`config.mk`:
```
export PLATFORM = sky130hd
export DESIGN_NAME = mdio_master
export DESIGN_NICKNAME = d
export VERILOG_FILES = /design/src/rtl/mdio_pkg.sv /design/src/rtl/mdio_clkgen.sv /design/src/rtl/mdio_shifter.sv /design/src/rtl/mdio_sched.sv /design/src/rtl/mdio_master.sv
export SDC_FILE = /design/constraint.sdc
export NUM_CORES = 1
export LEC_CHECK = 0
export BUFFER_PORTS_ARGS = -buffer_cell sky130_fd_sc_hd__buf_2
export CAP_MARGIN = 20
export CORE_MARGIN = 2
export CORE_UTILIZATION = 30
export CTS_CLUSTER_DIAMETER = 60
export DETAILED_ROUTE_END_ITERATION = 8
export SYNTH_ARGS = -nofsm -noshare
export SYNTH_HDL_FRONTEND = slang
export SYNTH_SLANG_ARGS = --single-unit
export TNS_END_PERCENT = 5
```
`constraint.sdc`:
```
create_clock -name clk -period 3.06 [get_ports clk]
set_input_delay 0.153 -clock clk [delete_from_list [all_inputs] [get_ports clk]]
set_output_delay 0.153 -clock clk [all_outputs]
set_load 0.05 [all_outputs]
```
`src/rtl/mdio_pkg.sv`:
```
package mdio_pkg;

    localparam int PHY_AW    = 5;
    localparam int REG_AW    = 5;
    localparam int DATA_W    = 16;
    localparam int PRE_LEN   = 32;
    localparam int FRAME_LEN = PRE_LEN + 2 + 2 + PHY_AW + REG_AW + 2 + DATA_W;
    localparam int TA_POS    = PRE_LEN + 4 + PHY_AW + REG_AW;
    localparam int DATA_POS  = TA_POS + 2;
    localparam int IDX_W     = $clog2(FRAME_LEN);
    localparam int LINK_REG  = 1;
    localparam int LINK_BIT  = 2;

    typedef enum logic [1:0] {
        OPC_WRITE = 2'b01,
        OPC_READ  = 2'b10
    } opc_e;

    typedef struct packed {
        logic              rd;
        logic [PHY_AW-1:0] phy;
        logic [REG_AW-1:0] regad;
        logic [DATA_W-1:0] wdata;
    } mgmt_req_t;

    // Whole frame as a vector; the MSB goes out first.
    function automatic logic [FRAME_LEN-1:0] frame_image(mgmt_req_t r);
        opc_e              op;
        logic [1:0]        ta;
        logic [DATA_W-1:0] d;
        op = r.rd ? OPC_READ : OPC_WRITE;
        ta = r.rd ? 2'b11 : 2'b10;
        d  = r.rd ? '1 : r.wdata;
        return {{PRE_LEN{1'b1}}, 2'b01, op, r.phy, r.regad, ta, d};
    endfunction

endpackage

```
`src/rtl/mdio_clkgen.sv`:
```
module mdio_clkgen #(
    parameter int DIV_W = 8
) (
    input  logic             clk,
    input  logic             rst,
    input  logic [DIV_W-1:0] div_half,
    output logic             mdc,
    output logic             rise_stb,
    output logic             fall_stb
);

    logic [DIV_W-1:0] cnt;
    logic             wrap;

    assign wrap     = (cnt >= div_half);
    assign rise_stb = wrap && !mdc;
    assign fall_stb = wrap && mdc;

    always_ff @(posedge clk) begin
        if (rst) begin
            cnt <= '0;
            mdc <= 1'b0;
        end else if (wrap) begin
            cnt <= '0;
            mdc <= ~mdc;
        end else begin
            cnt <= cnt + 1'b1;
        end
    end

    // MDC holds its level until the divider count is used up
    assert_mdc_hold_R6: assert property (@(posedge clk) disable iff (rst)
        (cnt < div_half) |=> $stable(mdc));

endmodule

```
`src/rtl/mdio_shifter.sv`:
```
module mdio_shifter
    import mdio_pkg::*;
(
    input  logic              clk,
    input  logic              rst,
    input  logic              fall_stb,
    input  logic              rise_stb,
    input  logic              req_valid,
    input  mgmt_req_t         req,
    input  logic              mdio_in,
    output logic              accept,
    output logic              done,
    output logic              mdio_out,
    output logic              mdio_oe,
    output logic [DATA_W-1:0] rd_word
);

    localparam logic [IDX_W-1:0] LAST_IDX = IDX_W'(FRAME_LEN - 1);
    localparam logic [IDX_W-1:0] TA_IDX   = IDX_W'(TA_POS);
    localparam logic [IDX_W-1:0] DATA_IDX = IDX_W'(DATA_POS);
    localparam logic [IDX_W-1:0] PRE_IDX  = IDX_W'(PRE_LEN);

    logic                 active;
    logic                 is_rd;
    logic [IDX_W-1:0]     bit_idx;
    logic [IDX_W-1:0]     nxt_idx;
    logic [FRAME_LEN-1:0] shreg;
    logic [FRAME_LEN-1:0] img;

    assign img     = frame_image(req);
    assign nxt_idx = bit_idx + 1'b1;
    // A new frame may only begin on a falling edge after the line has idled.
    assign accept  = fall_stb && !active && req_valid;
    assign done    = fall_stb && active && (bit_idx == LAST_IDX);

    always_ff @(posedge clk) begin
        if (rst) begin
            active   <= 1'b0;
            is_rd    <= 1'b0;
            bit_idx  <= '0;
            shreg    <= '0;
            mdio_out <= 1'b1;
            mdio_oe  <= 1'b0;
            rd_word  <= '0;
        end else begin
            if (accept) begin
                active   <= 1'b1;
                is_rd    <= req.rd;
                bit_idx  <= '0;
                mdio_out <= img[FRAME_LEN-1];
                shreg    <= {img[FRAME_LEN-2:0], 1'b0};
                mdio_oe  <= 1'b1;
            end else if (done) begin
                active   <= 1'b0;
                mdio_out <= 1'b1;
                mdio_oe  <= 1'b0;
            end else if (fall_stb && active) begin
                bit_idx  <= nxt_idx;
                mdio_out <= shreg[FRAME_LEN-1];
                shreg    <= {shreg[FRAME_LEN-2:0], 1'b0};
                mdio_oe  <= !(is_rd && (nxt_idx >= TA_IDX));
            end
            if (rise_stb && active && is_rd && (bit_idx >= DATA_IDX)) begin
                rd_word <= {rd_word[DATA_W-2:0], mdio_in};
            end
        end
    end

    // pad outputs move only on an MDC falling edge
    assert_pad_on_fall_R6: assert property (@(posedge clk) disable iff (rst)
        !fall_stb |=> ($stable(mdio_out) && $stable(mdio_oe)));

    // preamble bits are driven ones
    assert_preamble_R1: assert property (@(posedge clk) disable iff (rst)
        (active && (bit_idx < PRE_IDX)) |-> (mdio_oe && mdio_out));

    // read frames leave the line to the PHY from the turnaround on
    assert_read_release_R5: assert property (@(posedge clk) disable iff (rst)
        (active && is_rd && (bit_idx >= TA_IDX)) |-> !mdio_oe);

    // once a frame ends the line is released
    assert_idle_release_R11: assert property (@(posedge clk) disable iff (rst)
        done |=> !mdio_oe);

endmodule

```
`src/rtl/mdio_sched.sv`:
```
module mdio_sched
    import mdio_pkg::*;
#(
    parameter int NPORTS = 2
) (
    input  logic                     clk,
    input  logic                     rst,
    input  logic                     cmd_start,
    input  logic                     cmd_rd,
    input  logic [PHY_AW-1:0]        cmd_phy,
    input  logic [REG_AW-1:0]        cmd_reg,
    input  logic [DATA_W-1:0]        cmd_wdata,
    input  logic [NPORTS*PHY_AW-1:0] poll_phy_addr,
    input  logic                     accept,
    input  logic                     done,
    input  logic [DATA_W-1:0]        rd_word,
    output mgmt_req_t                req,
    output logic                     busy,
    output logic [DATA_W-1:0]        rd_data,
    output logic [NPORTS-1:0]        link_up
);

    localparam int PIDX_W = (NPORTS > 1) ? $clog2(NPORTS) : 1;
    localparam logic [PIDX_W-1:0] LAST_PORT = PIDX_W'(NPORTS - 1);

    logic [PHY_AW-1:0] port_addr [NPORTS];
    logic              cpu_pend;
    mgmt_req_t         cpu_req;
    mgmt_req_t         poll_req;
    logic              own_cpu;
    logic [PIDX_W-1:0] own_port;
    logic [PIDX_W-1:0] poll_idx;

    for (genvar g = 0; g < NPORTS; g++) begin : g_port
        assign port_addr[g] = poll_phy_addr[g*PHY_AW +: PHY_AW];
    end

    always_comb begin
        poll_req.rd    = 1'b1;
        poll_req.phy   = port_addr[poll_idx];
        poll_req.regad = REG_AW'(LINK_REG);
        poll_req.wdata = '0;
    end

    // A waiting command takes the next free slot; polls fill the rest.
    assign req  = cpu_pend ? cpu_req : poll_req;
    assign busy = cpu_pend;

    always_ff @(posedge clk) begin
        if (rst) begin
            cpu_pend <= 1'b0;
            cpu_req  <= '0;
            own_cpu  <= 1'b0;
            own_port <= '0;
            poll_idx <= '0;
            rd_data  <= '0;
            link_up  <= '0;
        end else begin
            if (accept) begin
                own_cpu  <= cpu_pend;
                own_port <= poll_idx;
            end
            if (done) begin
                if (own_cpu) begin
                    cpu_pend <= 1'b0;
                    if (cpu_req.rd) rd_data <= rd_word;
                end else begin
                    link_up[own_port] <= rd_word[LINK_BIT];
                    poll_idx <= (poll_idx == LAST_PORT) ? '0 : poll_idx + 1'b1;
                end
            end
            if (cmd_start && !cpu_pend) begin
                cpu_pend      <= 1'b1;
                cpu_req.rd    <= cmd_rd;
                cpu_req.phy   <= cmd_phy;
                cpu_req.regad <= cmd_reg;
                cpu_req.wdata <= cmd_wdata;
            end
        end
    end

    // busy is held until the owning frame completes
    assert_busy_hold_R7: assert property (@(posedge clk) disable iff (rst)
        (cpu_pend && !(done && own_cpu)) |=> cpu_pend);

    // the latched command is frozen while busy
    assert_cmd_frozen_R7: assert property (@(posedge clk) disable iff (rst)
        (cpu_pend && !(done && own_cpu)) |=> $stable(cpu_req));

    // ownership of the line changes only when a frame is accepted
    assert_no_preempt_R9: assert property (@(posedge clk) disable iff (rst)
        !accept |=> ($stable(own_cpu) && $stable(own_port)));

    // link status moves only at the end of a poll frame
    assert_link_hold_R8: assert property (@(posedge clk) disable iff (rst)
        !(done && !own_cpu) |=> $stable(link_up));

endmodule

```
`src/rtl/mdio_master.sv`:
```
module mdio_master
    import mdio_pkg::*;
#(
    parameter int NPORTS = 2,
    parameter int DIV_W  = 8
) (
    input  logic                     clk,
    input  logic                     rst,
    input  logic [DIV_W-1:0]         mdc_div,
    input  logic                     cmd_start,
    input  logic                     cmd_rd,
    input  logic [PHY_AW-1:0]        cmd_phy,
    input  logic [REG_AW-1:0]        cmd_reg,
    input  logic [DATA_W-1:0]        cmd_wdata,
    input  logic [NPORTS*PHY_AW-1:0] poll_phy_addr,
    input  logic                     mdio_in,
    output logic                     mdc,
    output logic                     mdio_out,
    output logic                     mdio_oe,
    output logic [DATA_W-1:0]        rd_data,
    output logic                     busy,
    output logic [NPORTS-1:0]        link_up
);

    logic              rise_stb;
    logic              fall_stb;
    logic              accept;
    logic              done;
    logic [DATA_W-1:0] rd_word;
    mgmt_req_t         req;

    mdio_clkgen #(.DIV_W(DIV_W)) u_clkgen (
        .clk      (clk),
        .rst      (rst),
        .div_half (mdc_div),
        .mdc      (mdc),
        .rise_stb (rise_stb),
        .fall_stb (fall_stb)
    );

    mdio_sched #(.NPORTS(NPORTS)) u_sched (
        .clk           (clk),
        .rst           (rst),
        .cmd_start     (cmd_start),
        .cmd_rd        (cmd_rd),
        .cmd_phy       (cmd_phy),
        .cmd_reg       (cmd_reg),
        .cmd_wdata     (cmd_wdata),
        .poll_phy_addr (poll_phy_addr),
        .accept        (accept),
        .done          (done),
        .rd_word       (rd_word),
        .req           (req),
        .busy          (busy),
        .rd_data       (rd_data),
        .link_up       (link_up)
    );

    // The scheduler always offers a request: a command or the next poll.
    mdio_shifter u_shifter (
        .clk       (clk),
        .rst       (rst),
        .fall_stb  (fall_stb),
        .rise_stb  (rise_stb),
        .req_valid (1'b1),
        .req       (req),
        .mdio_in   (mdio_in),
        .accept    (accept),
        .done      (done),
        .mdio_out  (mdio_out),
        .mdio_oe   (mdio_oe),
        .rd_word   (rd_word)
    );

    // quiet outputs while reset is held
    always_ff @(posedge clk) begin
        if (rst) begin
            assert_reset_quiet_R10: assert (!busy || $time == 0);
        end
    end

endmodule

```
==> qor.txt, run 1 <==
TNS Setup: 0 ps
maximum count of clock buffers along a single path: 2
first-pass iteration count of the detailed router: 5
multi-input gate area in the final layout: 0.00306 mm²
peak ir drop on the vdd network: 0.323 mV
number of warnings printed during yosys synthesis: 0
combinational cell fraction of total power: 0.056
required time of the critical path: 3400 ps
GRT overflow: 0
max-slew headroom at the worst pin: 0.291
CP max FO: 53
sequential share of power: 0.459
kind of critical path: register to register
R2R setup slack: 600 ps
max-slew violations: 0
Netlist cell types: 44
post-detailed-placement cell area: 0.00692 mm²
combined flip-flop and latch cell area: 0.00294 mm²
antenna diode instance count: 0
LEAKAGE: 2.90 nW
power spent charging and discharging nets: 1.05 mW
CTS root buffer: sky130_fd_sc_hd__clkbuf_16
signed area change from the synthesized netlist to the final layout: 23.1%
DRC violations left: 0
synthesized instance count: 767
ratio of cells with drive above 1 in the final layout: 0.151
launch point of the worst reg-to-reg path: u_clkgen.cnt[0]
min-delay src: cmd_start
fraction of power spent switching nets: 0.248
hold buffer count at cts: 28
wire length of the first global-routing pass: 25600 µm
Core Area: 0.0209 mm²
pin slew with the least headroom to its limit: 1060 ps
total power consumption of the routed design: 4.25 mW
vertical die dimension: 149 µm
status: completed
RSZ-0062 raised after global routing: no
clock tree from TritonCTS: built
deepest level of the CTS H-tree: 4
uppermost layer routed: met4
I/O Buffers: 70
number of nets produced by synthesis: 827
average detailed-routed wire length per instance: 13.5 µm
number of I/O pins: 71
Cell Pwr Density: 546 mW/mm²
initial core utilization: 0.303
vias in the first global route: 5054
all-layer global routing usage: 0.141
Clock Latency Late Sink: 420 ps
final-report setup violation count: 0
detailed-route vias per instance: 4.96
number of maximum-capacitance constraint violations: 0
DPL Wire Length: 9150 µm
global placement routability congestion: 0.770
fraction of power consumed by the clock network: 0.485
Clock Sinks: 147
ANT nets after route: 0
netlist area before placement: 0.00632 mm²
Tcrit/Tclk final: 0.803
post-cts sizing count: 0
Final Hold Viols: 0
total detailed-routing wirelength: 15100 µm
Crit. End Element: register
type of the worst min-delay path: input port to register
filler cell count: 2135
Max Clock Freq: 407 MHz
number of violations reported at the end of detailed-routing iteration 0: 339
CP startpoint kind: register
number of buffers created by CTS: 17
mean instance size in the synthesized netlist: 8.25 µm²
routed metal-1 wire length: 7330 µm
number of nets in the final layout: 893
vias: 5563
horizontal die dimension: 149 µm
clock period minus worst slack: 2460 ps
FF+latch count, synth: 147
met2 wire len: 6880 µm
cell area after layout: 0.00779 mm²
Clock Pin Slew Worst Setup and Hold Paths: 60 ps
post-layout util: 0.373
commonest cells after routing, fill and taps aside: sky130_fd_sc_hd__dfxtp_1 (147), sky130_fd_sc_hd__nand2_1 (122), sky130_fd_sc_hd__a21oi_1 (104)
row cnt: 53
maximum number of pins on one net before global-route repair: 100
sequential area share after synthesis: 0.465
antenna violations before repair: 0
internal power consumption: 3.20 mW
launch point of the critical path: u_clkgen.cnt[0]
number of buffers inserted by post-CTS setup repair: 0
amount of wire on met3 after detailed routing: 778 µm
Worst Skew: 8.80 ps
worst endpoint data arrival time: 2800 ps
most frequent standard cell in the layout excluding fill and tap cells: sky130_fd_sc_hd__dfxtp_1
area enclosed by the die boundary: 0.0223 mm²
-- per-layer routing --
layer  track usage  vias up
met5             0        -
met4        0.0424        0
met3        0.0297       11
met2         0.216      156
met1         0.197     2547
li1              -     2849
-- cells in the mapped netlist --
cell type / instances / area (µm²)
sky130_fd_sc_hd__dfxtp_1: 147 / 2940
sky130_fd_sc_hd__o22ai_1: 18 / 113
sky130_fd_sc_hd__nand3_1: 30 / 150
sky130_fd_sc_hd__nor3b_1: 1 / 7.51
sky130_fd_sc_hd__or4_1: 2 / 15.0
sky130_fd_sc_hd__a211oi_1: 25 / 188
sky130_fd_sc_hd__mux2i_1: 39 / 390
sky130_fd_sc_hd__and4_1: 1 / 8.76
sky130_fd_sc_hd__o31ai_1: 8 / 60.1
sky130_fd_sc_hd__nand4_1: 9 / 56.3
sky130_fd_sc_hd__a2111oi_4: 1 / 27.5
sky130_fd_sc_hd__a221oi_1: 1 / 8.76
sky130_fd_sc_hd__nor2b_1: 2 / 12.5
sky130_fd_sc_hd__o211ai_1: 7 / 52.6
sky130_fd_sc_hd__or3_1: 2 / 12.5
sky130_fd_sc_hd__xnor2_1: 4 / 35.0
sky130_fd_sc_hd__nor3_1: 43 / 215
sky130_fd_sc_hd__nor4_1: 1 / 6.26
sky130_fd_sc_hd__a21oi_1: 104 / 521
sky130_fd_sc_hd__a31oi_1: 2 / 12.5
sky130_fd_sc_hd__clkbuf_1: 51 / 191
sky130_fd_sc_hd__nand2b_1: 5 / 31.3
sky130_fd_sc_hd__o31ai_2: 1 / 12.5
sky130_fd_sc_hd__inv_1: 12 / 45.0
sky130_fd_sc_hd__and3_1: 7 / 43.8
sky130_fd_sc_hd__buf_1: 1 / 3.75
sky130_fd_sc_hd__o21ai_0: 29 / 145
sky130_fd_sc_hd__a31o_2: 1 / 8.76
sky130_fd_sc_hd__nand4b_1: 1 / 8.76
sky130_fd_sc_hd__o41ai_1: 1 / 8.76
sky130_fd_sc_hd__nand2_1: 122 / 458
sky130_fd_sc_hd__nor2_1: 45 / 169
sky130_fd_sc_hd__o31a_4: 1 / 17.5
sky130_fd_sc_hd__ha_1: 11 / 138
sky130_fd_sc_hd__a311oi_1: 6 / 52.6
sky130_fd_sc_hd__xor2_1: 2 / 17.5
sky130_fd_sc_hd__clkinv_1: 2 / 7.51
sky130_fd_sc_hd__a21oi_2: 1 / 8.76
sky130_fd_sc_hd__buf_6: 1 / 11.3
sky130_fd_sc_hd__o21a_1: 2 / 15.0
sky130_fd_sc_hd__buf_4: 1 / 7.51
sky130_fd_sc_hd__buf_2: 15 / 75.1
sky130_fd_sc_hd__a2bb2oi_1: 1 / 8.76
sky130_fd_sc_hd__clkbuf_2: 1 / 5.00
-- state kept, by name, indices dropped and copies added, names as in the netlist, 2 cells and up --
register	cells
u_shifter.shreg	63
u_shifter.bit_idx	6
u_clkgen.cnt	8
u_sched.rd_data	16
u_sched.link_up	2
u_shifter.rd_word	16
u_sched.cpu_req	27
-- path summary, 6_finish.rpt --
| check | endpoint | depth (start not counted) |
|---|---|---|
| worst max-delay path | u_sched.rd_data[11] | 9 |
| worst min register to register | u_clkgen.cnt[0] | 1 |
| worst min-delay path | u_sched.busy | 3 |
| worst max register to register | u_sched.rd_data[11] | 9 |
-- logic make-up (layout without fill, tap and decap cells) --
family | count (synthesis) | count (layout) | share of synthesized area
buffers and inverters | 84 | 163 | 0.0548
DFF | 147 | 147 | 0.465
AOI/OAI and AO/OA | 209 | 209 | 0.199
and+or+nand+nor | 271 | 271 | 0.189
adders and majority gates | 11 | 11 | 0.0218
muxes | 39 | 39 | 0.0617
xor gates and xnor gates | 6 | 6 | 0.00831
-- worst max-delay path, cell delays in order, from the launching register on --
cell and delay, ps:
sky130_fd_sc_hd__dfxtp_1 360, sky130_fd_sc_hd__inv_1 50, sky130_fd_sc_hd__ha_1 250, sky130_fd_sc_hd__nand2b_1 170, sky130_fd_sc_hd__a2111oi_4 450, sky130_fd_sc_hd__o31a_4 220, sky130_fd_sc_hd__buf_12 230, sky130_fd_sc_hd__or3_1 160
sky130_fd_sc_hd__buf_4 240, sky130_fd_sc_hd__mux2i_1 220
-- power by group through the flow --
stage	clock [mW]	sequential (mW)	combinational [mW]
after global placement	0	1.99	0.211
after floorplan	0	2.00	0.138
after global routing	2.20	1.95	0.268
after detailed placement	0	2.00	0.211
after CTS	2.11	1.95	0.239
final	2.06	1.95	0.237
-- area by class of cell --
| type | instances | area share |
|---|---|---|
| timing repair buffer | 117 | 0.103 |
| clock inverter | 15 | 0.0204 |
| clock buffer | 17 | 0.0546 |
| multi-input combinational | 536 | 0.393 |
| inverter | 14 | 0.00675 |
| sequential | 147 | 0.378 |
| tap | 275 | 0.0442 |
-- stage by stage --
step,setup slack [ps],instances,hold WS (ps)
after floorplan,950,767,289
after detailed placement,576,1061,400
after CTS,566,1121,116
final,603,1121,125
after global placement,345,1060,394
after global routing,423,1121,142
Note: power is estimated with default switching activity, not from simulation.
==> run 2: changes to the inputs <==
- clock period: 3.06 -> 2.41 ns (I/O delays scaled with it)
==> run 2 against run 1 <==
- wire length is 1.1% higher
- clock skew about the same
- via count grew 0.41%
- total power is 33% higher
- hold slack lost 100 ps
- clock power rose by 39%
- first-iteration DRC count up 24%
- global-route usage shrank 0.18 points
- flip-flop and latch count did not move
- final cell count is 0.18% higher
- critical endpoint is now u_shifter.shreg[43]
- highest routed layer unchanged
==> qor.txt, run 2 (synthesis results as in run 1) <==
Clock Sinks: 147 (unchanged)
worst endpoint data arrival time: 2580 ps (-220 ps)
post-detailed-placement cell area: 0.00697 mm² (+0.65%)
number of buffers created by CTS: 17 (unchanged)
final-report setup violation count: 0 (unchanged)
total power consumption of the routed design: 5.65 mW (+33%)
kind of critical path: register to register
internal power consumption: 4.41 mW (+38%)
signed area change from the synthesized netlist to the final layout: 24.8%
type of the worst min-delay path: input port to register
biggest registers after layout: u_shifter.shreg (63), u_sched.cpu_req (27)
number of maximum-capacitance constraint violations: 0 (unchanged)
cell count of the worst hold path: 3 (unchanged)
power spent charging and discharging nets: 1.24 mW (+18%)
required time of the critical path: 2740 ps (-660 ps)
combinational cell fraction of total power: 0.054 (-0.002)
horizontal die dimension: 149 µm (unchanged)
R2R setup slack: 160 ps (-440 ps)
Crit. End Element: register
pin slew with the least headroom to its limit: 783 ps (-281 ps)
antenna violations before repair: 0 (unchanged)
cell area after layout: 0.00790 mm² (+1.4%)
commonest cells after routing, fill and taps aside: sky130_fd_sc_hd__dfxtp_1 (146), sky130_fd_sc_hd__nand2_1 (122), sky130_fd_sc_hd__a21oi_1 (104)
DPL Wire Length: 9160 µm (+0.10%)
number of buffers inserted by post-CTS setup repair: 0 (unchanged)
clock period minus worst slack: 2250 ps (-210 ps)
launch point of the worst reg-to-reg path: u_clkgen.cnt[0]
vias in the first global route: 5062 (+0.16%)
ratio of cells with drive above 1 in the final layout: 0.156 (+0.00436)
number of nets in the final layout: 895 (+0.22%)
status: completed
length in cells of the worst reg-to-reg path: 9 (unchanged)
TNS Setup: 0 ps (unchanged)
global placement routability congestion: 0.792 (+2.9%)
most frequent standard cell in the layout excluding fill and tap cells: sky130_fd_sc_hd__dfxtp_1
first-pass iteration count of the detailed router: 5 (unchanged)
Worst Skew: 8.87 ps (+0.0707 ps)
Final Hold Viols: 0 (unchanged)
end of the worst register-to-register path: u_shifter.shreg[43]
met3 usage in global routing: 0.0367 (+0.00703)
fraction of met2 tracks used by global routing: 0.220 (+0.00323)
average detailed-routed wire length per instance: 13.6 µm (+0.88%)
max-slew violations: 0 (unchanged)
I/O Buffers: 70 (unchanged)
sequential share of power: 0.439 (-0.020)
Max Clock Freq: 445 MHz (+9.3%)
vias: 5586 (+0.41%)
maximum number of pins on one net before global-route repair: 100 (unchanged)
antenna diode instance count: 0 (unchanged)
fraction of power spent switching nets: 0.219 (-0.0283)
fraction of power consumed by the clock network: 0.507 (+0.022)
CP max FO: 26 (-51%)
all-layer global routing usage: 0.139 (-0.00178)
hold endpoint: u_sched.busy
row cnt: 53 (unchanged)
max-slew headroom at the worst pin: 0.478 (+0.187)
met1 Usage GRT: 0.190 (-0.00721)
flip-flop count of the largest register after layout: 63 (unchanged)
Cell Pwr Density: 716 mW/mm² (+31%)
initial core utilization: 0.303 (unchanged)
Biggest register: u_shifter.shreg
DRC violations left: 0 (unchanged)
CP startpoint kind: register
Clock Latency Late Sink: 430 ps (about the same)
vertical die dimension: 149 µm (unchanged)
ANT nets after route: 0 (unchanged)
highest-utilization routing layer at the global route stage: met2
Core Area: 0.0209 mm² (unchanged)
number of I/O pins: 71 (unchanged)
GRT overflow: 0 (unchanged)
LEAKAGE: 2.96 nW (+1.9%)
detailed-route vias per instance: 4.97 (+0.23%)
post-layout util: 0.378 (+0.00527)
wire length of the first global-routing pass: 25200 µm (-1.5%)
WHS: 24.6 ps (-100 ps)
area enclosed by the die boundary: 0.0223 mm² (unchanged)
peak ir drop on the vdd network: 0.498 mV (+54%)
clock tree from TritonCTS: built
CTS root buffer: sky130_fd_sc_hd__clkbuf_16
min-delay src: cmd_start
deepest level of the CTS H-tree: 4 (unchanged)
Clock Pin Slew Worst Setup and Hold Paths: 60 ps (about the same)
Tcrit/Tclk final: 0.932 (+0.129)
total detailed-routing wirelength: 15300 µm (+1.1%)
number of violations reported at the end of detailed-routing iteration 0: 419 (+24%)
RSZ-0062 raised after global routing: yes
filler cell count: 2140 (+0.23%)
maximum count of clock buffers along a single path: 2 (unchanged)
## run 2: layer usage
metal / routed length, µm / vias up
li1: - / 2849
met1: 7570 / 2600
met2: 6980 / 128
met3: 622 / 9
met4: 138 / 0
met5: 0 / -
## run 2: what timing repair did
action | 4_1_cts | 5_1_grt
setup endpoints to repair | 4 | 35
gates resized for setup | 1 | 2
pin swaps | 0 | 1
hold buffers | 28 | 0
hold endpoints to repair | 28 | 0
## run 2: worst max-delay path: stages, from the launching register on
cell,delay [ps]
sky130_fd_sc_hd__dfxtp_2,350
sky130_fd_sc_hd__inv_1,50
sky130_fd_sc_hd__ha_1,250
sky130_fd_sc_hd__nand2b_1,180
sky130_fd_sc_hd__a2111oi_4,470
sky130_fd_sc_hd__o31a_4,310
sky130_fd_sc_hd__buf_12,200
sky130_fd_sc_hd__buf_4,160
sky130_fd_sc_hd__nor3_1,60
sky130_fd_sc_hd__nor3_1,140
## run 2: worst max-delay path by stage
| stage | from | end | slack (ps) | cells past startpoint |
|---|---|---|---|---|
| 2_1_floorplan | u_clkgen.cnt[0] | u_shifter.rd_word[3] | 300 | 9 |
| 3_3_place_gp | u_clkgen.cnt[0] | u_shifter.rd_word[15] | -7 | 8 |
| 3_5_place_dp | u_clkgen.cnt[0] | u_shifter.rd_word[8] | -80 | 8 |
| 4_1_cts | u_clkgen.cnt[0] | u_shifter.rd_word[1] | 60 | 7 |
| 5_1_grt | u_clkgen.cnt[0] | u_shifter.shreg[43] | -20 | 9 |
| 6_report | u_clkgen.cnt[0] | u_shifter.shreg[43] | 160 | 9 |
## run 2: power groups by stage
stage | Combinational, mW | Clock, mW | Sequential (mW)
5_1_grt | 0.341 | 3.02 | 2.48
3_5_place_dp | 0.269 | 0 | 2.54
6_report | 0.303 | 2.87 | 2.48
4_1_cts | 0.305 | 2.93 | 2.48
3_3_place_gp | 0.267 | 0 | 2.53
2_1_floorplan | 0.175 | 0 | 2.53
## run 2: layout make-up
type,instances,area [µm²],area share
inverter,14,52.6,0.00666
multi-input combinational,536,3060,0.387
tap,275,344,0.0436
clock inverter,12,176,0.0223
sequential,147,2940,0.373
timing repair buffer,119,855,0.108
clock buffer,20,467,0.0591
## run 2: through the flow
stage | worst slack (ps) | std cells
floorplan | 300 | 767
global placement | -6.57 | 1063
detailed placement | -81.4 | 1063
CTS | 55.1 | 1123
global route | -16.9 | 1123
finish | 163 | 1123
